## config.mk

```make
export PLATFORM = sky130hd
export DESIGN_NAME = bscan_chain
export DESIGN_NICKNAME = d
export VERILOG_FILES = /design/src/rtl/bscan_chain.sv
export SDC_FILE = /design/constraint.sdc
export NUM_CORES = 1
export LEC_CHECK = 0
export BUFFER_PORTS_ARGS = -buffer_cell sky130_fd_sc_hd__buf_2
export CORE_UTILIZATION = 45
export CTS_BUF_LIST = sky130_fd_sc_hd__clkbuf_8
export DETAILED_ROUTE_END_ITERATION = 16
export GPL_TIMING_DRIVEN = 0
export PLACE_DENSITY = 0.72
export SLEW_MARGIN = 10
export SYNTH_ARGS = -nofsm -noshare
export SYNTH_HDL_FRONTEND = slang
export SYNTH_SLANG_ARGS = --single-unit
```

## constraint.sdc

```tcl
create_clock -name tck -period 2.8 [get_ports tck]
set_input_delay 0.56 -clock tck [delete_from_list [all_inputs] [get_ports tck]]
set_output_delay 0.56 -clock tck [all_outputs]
set_load 0.01 [all_outputs]
```

## src/rtl/bscan_chain.sv

```systemverilog
`timescale 1ns/1ps
module bscan_chain #(
  parameter int N_IN  = 4,
  parameter int N_OUT = 3,
  parameter int N_OE  = 3,
  parameter int IR_W  = 4,
  parameter logic [IR_W-1:0] IR_ISOLATE = '0,
  parameter logic [IR_W-1:0] IR_OBSERVE = IR_W'(2)
) (
  input  logic             tck,
  input  logic             rst_n,
  input  logic             tap_reset,
  input  logic [IR_W-1:0]  ir,
  input  logic             capture_dr,
  input  logic             shift_dr,
  input  logic             update_dr,
  input  logic             tdi,
  output logic             tdo,
  input  logic [N_IN-1:0]  pad_in,
  output logic [N_IN-1:0]  core_in,
  input  logic [N_OUT-1:0] core_out,
  input  logic [N_OE-1:0]  core_oe,
  output logic [N_OUT-1:0] pad_out,
  output logic [N_OE-1:0]  pad_oe
);
  localparam int L = N_IN + N_OUT + N_OE;

  logic [L-1:0] sr, upd;
  logic isolate, sel;

  assign isolate = (ir == IR_ISOLATE);
  assign sel     = isolate || (ir == IR_OBSERVE);

  always_ff @(posedge tck or negedge rst_n)
    if (!rst_n)                 sr <= '0;
    else if (tap_reset)         sr <= '0;
    else if (sel && capture_dr) sr <= {core_oe, core_out, pad_in};
    else if (sel && shift_dr)   sr <= {tdi, sr[L-1:1]};

  always_ff @(negedge tck or negedge rst_n)
    if (!rst_n)                upd <= '0;
    else if (tap_reset)        upd <= '0;
    else if (sel && update_dr) upd <= sr;

  assign tdo     = sel & sr[0];
  assign core_in = isolate ? upd[N_IN-1:0]           : pad_in;
  assign pad_out = isolate ? upd[N_IN +: N_OUT]      : core_out;
  assign pad_oe  = isolate ? upd[N_IN+N_OUT +: N_OE] : core_oe;
endmodule

```

# Word level (Yosys, flattened, before mapping)
# Cells that the tools add are included.
[classes] eq_ne=1 n_mux=8 n_bitwise=1 reduce_logical=7
[ops] operator="$mux W10" n=5
[ops] operator="$mux W3" n=2
[ops] operator="$eq A4 B2 Y1 const B" n=1
[ops] operator="$logic_not A4 Y1" n=1
[ops] operator="$mux W4" n=1
[ops] operator="$logic_and A1 B1 Y1" n=3
[ops] operator="$reduce_bool A3 Y1" n=1
[ops] operator="$reduce_bool A2 Y1" n=1
[ops] operator="$and A1 B1 Y1" n=1
[ops] operator="$logic_or A1 B1 Y1" n=1
[totals] register_bits=20 inputBits=21 output_inout_bits=11

# Longest topological paths before layout
# Gate-level depths: netlist of run 1.
[depth] ltp_word=6 depth_mapped=4 depth_no_buf=3

==> impl_metrics.csv, run 1 <==
group,metric,value,unit
status,status,"finished, violations left",
status,violations,"setup timing",
final_layout,drive_gt1_frac,0.530,
setup_path,cpPeakStageDelay,0.37,ns
power_and_ir_drop,p_per_area,470,mW/mm2
logic_synthesis,yosysWarnings,0,
clocking,cts_tree,"done",
sta,hold_viol,0,
detailed_routing,totalWireLength,2190,um
logic_synthesis,synthMuxAreaShare,0.216,
floorplan,row_count,16,
logic_synthesis,synth_top_family_by_area,"multiplexers",
placed_design,place_congestion,0.694,
min_path,hp-class,"input pin to async pin",
detailed_routing,drc,0,
setup_path,critPathLaunchType,"flop",
sta,rsz0062_at_grt,"yes",
logic_synthesis,yosys.area_share.simple,0.0700,
sta,hold-worst-slack,0.225,ns
logic_synthesis,synth_nets,92,
placed_design,dp_hpwl,1370,um
global_route,grt_pass1_vias,790,
setup_path,cp_slowest_cell,"dfrtn_1",
sta,timing.setup.tns,-1.68,ns
floorplan,start_util,0.491,
setup_path,arrival,2.44,ns
power_and_ir_drop,swShare,0.210,
global_route,grt_first_pass_wirelength,3660,um
sta,tightest_slew,0.967,ns
logic_synthesis,synth_largest_area_cell,"dfrtn_1",
placed_design,dpl.cell_count,129,
setup_path,worstSetupEndpointType,"output pin",
power_and_ir_drop,irDropWorstVdd,0.000476,V
sta,slew_headroom,0.350,
setup_path,path_class,"flop to output pin",
logic_synthesis,synthesis.area,983,um2
final_layout,fillers,148,
floorplan,die_h,48.8,um
setup_path,crit_path_cell_trace,"mux2_4 > buf_6",
final_layout,diodes,0,
logic_synthesis,synth.distinct_cells,17,
detailed_routing,detail_route.wl_per_cell,15.4,um
logic_synthesis,synth_top_area_share,0.254,
global_route,overflow,0,
power_and_ir_drop,leakage,0.673,nW
detailed_routing,dr.pass1.iters,3,
power_and_ir_drop,p_comb_frac,0.131,
sta,setup_ws,-0.198,ns
final_layout,layout.nets,137,
detailed_routing,vias,778,
logic_synthesis,synth-seq-area-share,0.509,
detailed_routing,drtIter0Drc,4,
clocking,clockRootBuffer,"clkbuf_8",
final_layout,regArea,500,um2
floorplan,io-pin-count,32,
power_and_ir_drop,seqPwrFrac,0.436,
detailed_routing,via_per_inst,5.48,
global_route,antenna_found_initial,0,
power_and_ir_drop,p_sw,0.140,mW
clocking,clkTransAtPathRegs,0.08,ns
clocking,clock-sinks,20,
logic_synthesis,synth_cells,71,
floorplan,chipWidth,48.8,um
final_layout,area.growth.synth_to_final,44.5,%
setup_path,critPathMaxFanout,2,
logic_synthesis,synth-adder-area-share,0,
final_layout,multiInputGateArea,518,um2
clocking,clk_latency,0.27,ns
setup_path,cp.required,2.24,ns
sta,finalSetupViolCount,10,
power_and_ir_drop,p_int,0.527,mW
floorplan,core,0.00200,mm2
clocking,clock_path_buffers,2,
final_layout,fin_cells,142,
sta,clock_skew,0.0211,ns
global_route,grt_usage,0.205,
sta,slew_violations,0,
logic_synthesis,syn_avg_cell_area,13.9,um2
logic_synthesis,synth_xor_area_frac,0,
power_and_ir_drop,power.share.clock,0.432,
placed_design,portBuffers,31,
clocking,htree_num_levels,1,
detailed_routing,detail-route-antenna-nets,0,
logic_synthesis,synth_compound_area_frac,0.192,
logic_synthesis,yosys-top-cells-area,"dfrtn_1 (25%), dfrtp_1 (25%), mux2_2 (11%)",
global_route,grt_start_max_net_pins,21,
floorplan,die-area,0.00238,mm2
logic_synthesis,synth_seq_cells,20,
clocking,cts_buffers,3,
run,drv_cap,0,
-- per-stage QoR --
step                      power [mW]  utilization  cell area [um2]  worst slack [ns]
after floorplan                0.329            -              993            0.0630
after global placement         0.365        0.591             1180            -0.199
after detailed placement       0.367        0.591             1180            -0.207
after CTS                      0.672        0.695             1390            -0.178
after global routing           0.689        0.710             1420            -0.218
final                          0.668        0.710             1420            -0.198
-- routing by layer --
layer / global-route usage / up-vias / share of wire
li1: - / 369 / -
met1: 0.261 / 389 / 0.45
met2: 0.345 / 18 / 0.51
met3: 0.0597 / 2 / 0.038
met4: 0.0441 / 0 / 0.0059
met5: 0 / - / 0
-- layout by cell type (no fill, tap or decap) --
cell and count:
buf_2 22, a22o_1 10, nor4_4 1, and2_1 1, buf_6 10, clkbuf_8 3, o2bb2ai_1 10, or2_2 1
mux2_4 10, bufinv_16 1, nor4b_1 1, nand3b_1 1, a21oi_2 2, mux2i_1 10, buf_4 10, dfrtp_1 10
nor3_4 1, and3b_1 1, dfrtn_1 10
-- power groups by stage --
stage                     registers (mW)  logic (mW)  clock network (mW)
after global routing               0.291      0.0959               0.301
after detailed placement           0.297      0.0700                   0
after CTS                          0.291      0.0885               0.292
final                              0.291      0.0877               0.289
after floorplan                    0.297      0.0320                   0
after global placement             0.297      0.0686                   0
-- flip-flops by register name, summed over array words and instances, names as in the netlist --
register,count
sr,10
upd,10
-- worst max-delay path, delay by kind of cell (launching register included) --
kind                   cells  cell delay, ns
DFF                        1            0.37
muxes                      1            0.27
buffers and inverters      1            0.12
-- layout make-up --
type | instances | area share
Multi-Input combinational cell | 49 | 0.364
Buffer | 2 | 0.00880
Timing Repair Buffer | 40 | 0.201
Sequential cell | 20 | 0.352
Tap cell | 27 | 0.0238
Clock buffer | 3 | 0.0290
Clock inverter | 1 | 0.0211
-- kinds of logic (layout without fill, tap and decap cells) --
family                 Yosys count  in the layout
and+or+nand+nor                  7              7
AOI/OAI and AO/OA               22             22
buffers and inverters            2             46
DFF                             20             20
muxes                           20             20
-- synthesized netlist by cell type (all sizes together) --
library cell	number
buf	2
nor4b	1
nor3	1
mux2i	10
mux2	10
a22o	10
dfrtp	10
dfrtn	10
a21oi	2
nand3b	1
o2bb2ai	10
and3b	1
and2	1
or2	1
nor4	1
-- worst paths after layout --
| check | from | endpoint | cells past startpoint | slack, ns |
|---|---|---|---|---|
| worst min-delay path | rst_n | sr[9] | 1 | 0.22 |
| max in group asynchronous | rst_n | upd[4] | 1 | 0.96 |
| worst max register to register | sr[9] | upd[9] | 1 | 0.65 |
| min in group tck | upd[0] | upd[0] | 1 | 0.47 |
| worst min register to register | upd[0] | upd[0] | 1 | 0.47 |
| worst max-delay path | upd[2] | core_in[2] | 2 | -0.20 |
-- timing repair --
| action | 4_1_cts | 5_1_grt |
|---|---|---|
| hold buffers | 0 | 0 |
| setup endpoints to repair | 10 | 10 |
| setup buffers | 5 | 4 |
| gates resized for setup | 20 | 0 |
Note: power is estimated with default switching activity, not from simulation.
==> inputs of run 2 (changes only) <==
Settings changed: PLACE_DENSITY 0.72 to default, PLACE_DENSITY_LB_ADDON from default to 0.3.
Clock period 2.8 ns to 3.42 ns, I/O delays scaled along.
==> impl_metrics.csv, run 2 (synthesis results as in run 1) <==
group,metric,value,unit
final_layout,utilization,0.681,
detailed_routing,via_per_inst,5.56,
setup_path,cpPeakStageDelay,0.36,ns
clocking,clockRootBuffer,"clkbuf_8",
final_layout,layout.nets,134,
placed_design,post-place-ws,-0.267,ns
floorplan,die_h,48.8,um
detailed_routing,dr.pass1.iters,3,
power_and_ir_drop,finalPower,0.487,mW
final_layout,diodes,0,
clocking,hold_buffers,0,
final_layout,top_regs,"sr: 10 flops, upd: 10 flops",
clocking,clk_latency,0.27,ns
clocking,cts_buffers,3,
detailed_routing,drtIter0Drc,6,
detailed_routing,detail-route-antenna-nets,0,
sta,tightest_slew,0.912,ns
run,drv_cap,0,
global_route,antenna_found_initial,0,
global_route,grtUsageMet3,0.0314,
sta,setup_ws,0.00874,ns
global_route,grt_usage,0.191,
clocking,htree_num_levels,1,
global_route,grt_busiest_layer,"met2",
detailed_routing,vias,773,
floorplan,die-area,0.00238,mm2
clocking,cts_tree,"done",
sta,slew_headroom,0.388,
setup_path,worstSetupEndpointType,"output pin",
global_route,grt_first_pass_wirelength,3430,um
setup_path,cp_slowest_cell,"dfrtn_1",
setup_path,path_class,"flop to output pin",
sta,slew_violations,0,
min_path,hp-class,"input pin to async pin",
detailed_routing,totalWireLength,2090,um
setup_path,critPathMaxFanout,2,
power_and_ir_drop,p_per_area,357,mW/mm2
floorplan,row_count,16,
sta,clock_skew,0.0144,ns
setup_path,arrival,2.73,ns
global_route,grtUsageMet2,0.308,
floorplan,io-pin-count,32,
clocking,clock-sinks,20,
sta,hold-worst-slack,0.369,ns
floorplan,core,0.00200,mm2
floorplan,chipWidth,48.8,um
sta,hold_viol,0,
status,status,"finished clean",
global_route,use_met1,0.250,
detailed_routing,detail_route.wl_per_cell,15.1,um
clocking,clock_path_buffers,2,
sta,rsz0062_at_grt,"yes",
sta,finalSetupViolCount,0,
final_layout,final_common_cell,"buf_2",
placed_design,dp_hpwl,1410,um
global_route,grt_pass1_vias,752,
final_layout,drive_gt1_frac,0.518,
detailed_routing,drc,0,
setup_path,crit_path_cell_trace,"mux2_4 > buf_6",
clocking,clkTransAtPathRegs,0.07,ns
floorplan,start_util,0.491,
setup_path,critPathLaunchType,"flop",
global_route,overflow,0,
power_and_ir_drop,irDropWorstVdd,0.000217,V
global_route,grt_start_max_net_pins,21,
placed_design,place_congestion,0.699,
final_layout,fillers,164,
power_and_ir_drop,leakage,0.638,nW
final_layout,area.growth.synth_to_final,38.5,%
setup_path,cp.required,2.74,ns
placed_design,portBuffers,31,
==> run 2: power breakdown <==
part / internal, mW / switching [mW] / total, mW
clock: 0.102 / 0.0767 / 0.179
sequential: 0.238 / 0.000606 / 0.238
combinational: 0.0358 / 0.0332 / 0.0691
==> run 2: final timing paths <==
check,start,endpoint,slack [ns],cells past startpoint
setup / recovery,upd[3],core_in[3],0.009,2
hold / removal,rst_n,sr[9],0.37,1
setup reg to reg,sr[1],upd[1],0.96,1
hold reg to reg,upd[5],upd[5],0.46,1
max in group asynchronous,rst_n,upd[5],1.12,1
min in group tck,upd[5],upd[5],0.46,1
==> run 2: per-layer routing <==
| layer | up-vias | wire length, um |
|---|---|---|
| li1 | 365 | - |
| met1 | 385 | 1010 |
| met2 | 19 | 981 |
| met3 | 4 | 70 |
| met4 | 0 | 32 |
| met5 | - | 0 |
==> run 2: what timing repair did <==
| item | in CTS | in global routing |
|---|---|---|
| gates resized for setup | 2 | 16 |
| endpoints found under the setup margin | 1 | 20 |
| buffers inserted | 1 | 5 |
==> run 2: area by class of cell <==
cell class,count,area [um2],area share
plain buffers,2,12.5,0.00918
clock buffers,4,55.1,0.0404
multi-input cells,49,504,0.370
flip-flops and latches,20,500,0.367
well taps,27,33.8,0.0248
repair buffers,37,256,0.188
==> run 2: metrics by stage <==
stage,area (um2),instances,TNS [ns]
floorplan,983,71,0
global placement,1170,129,-2.04
detailed placement,1170,129,-2.56
CTS,1240,134,0
global route,1360,139,-0.0558
finish,1360,139,0
==> run 2: worst max-delay path, delay by kind of cell, from the launching register on <==
kind / cells / cell delay [ns]
flip-flops: 1 / 0.36
multiplexers: 1 / 0.27
buffers and inverters: 1 / 0.12
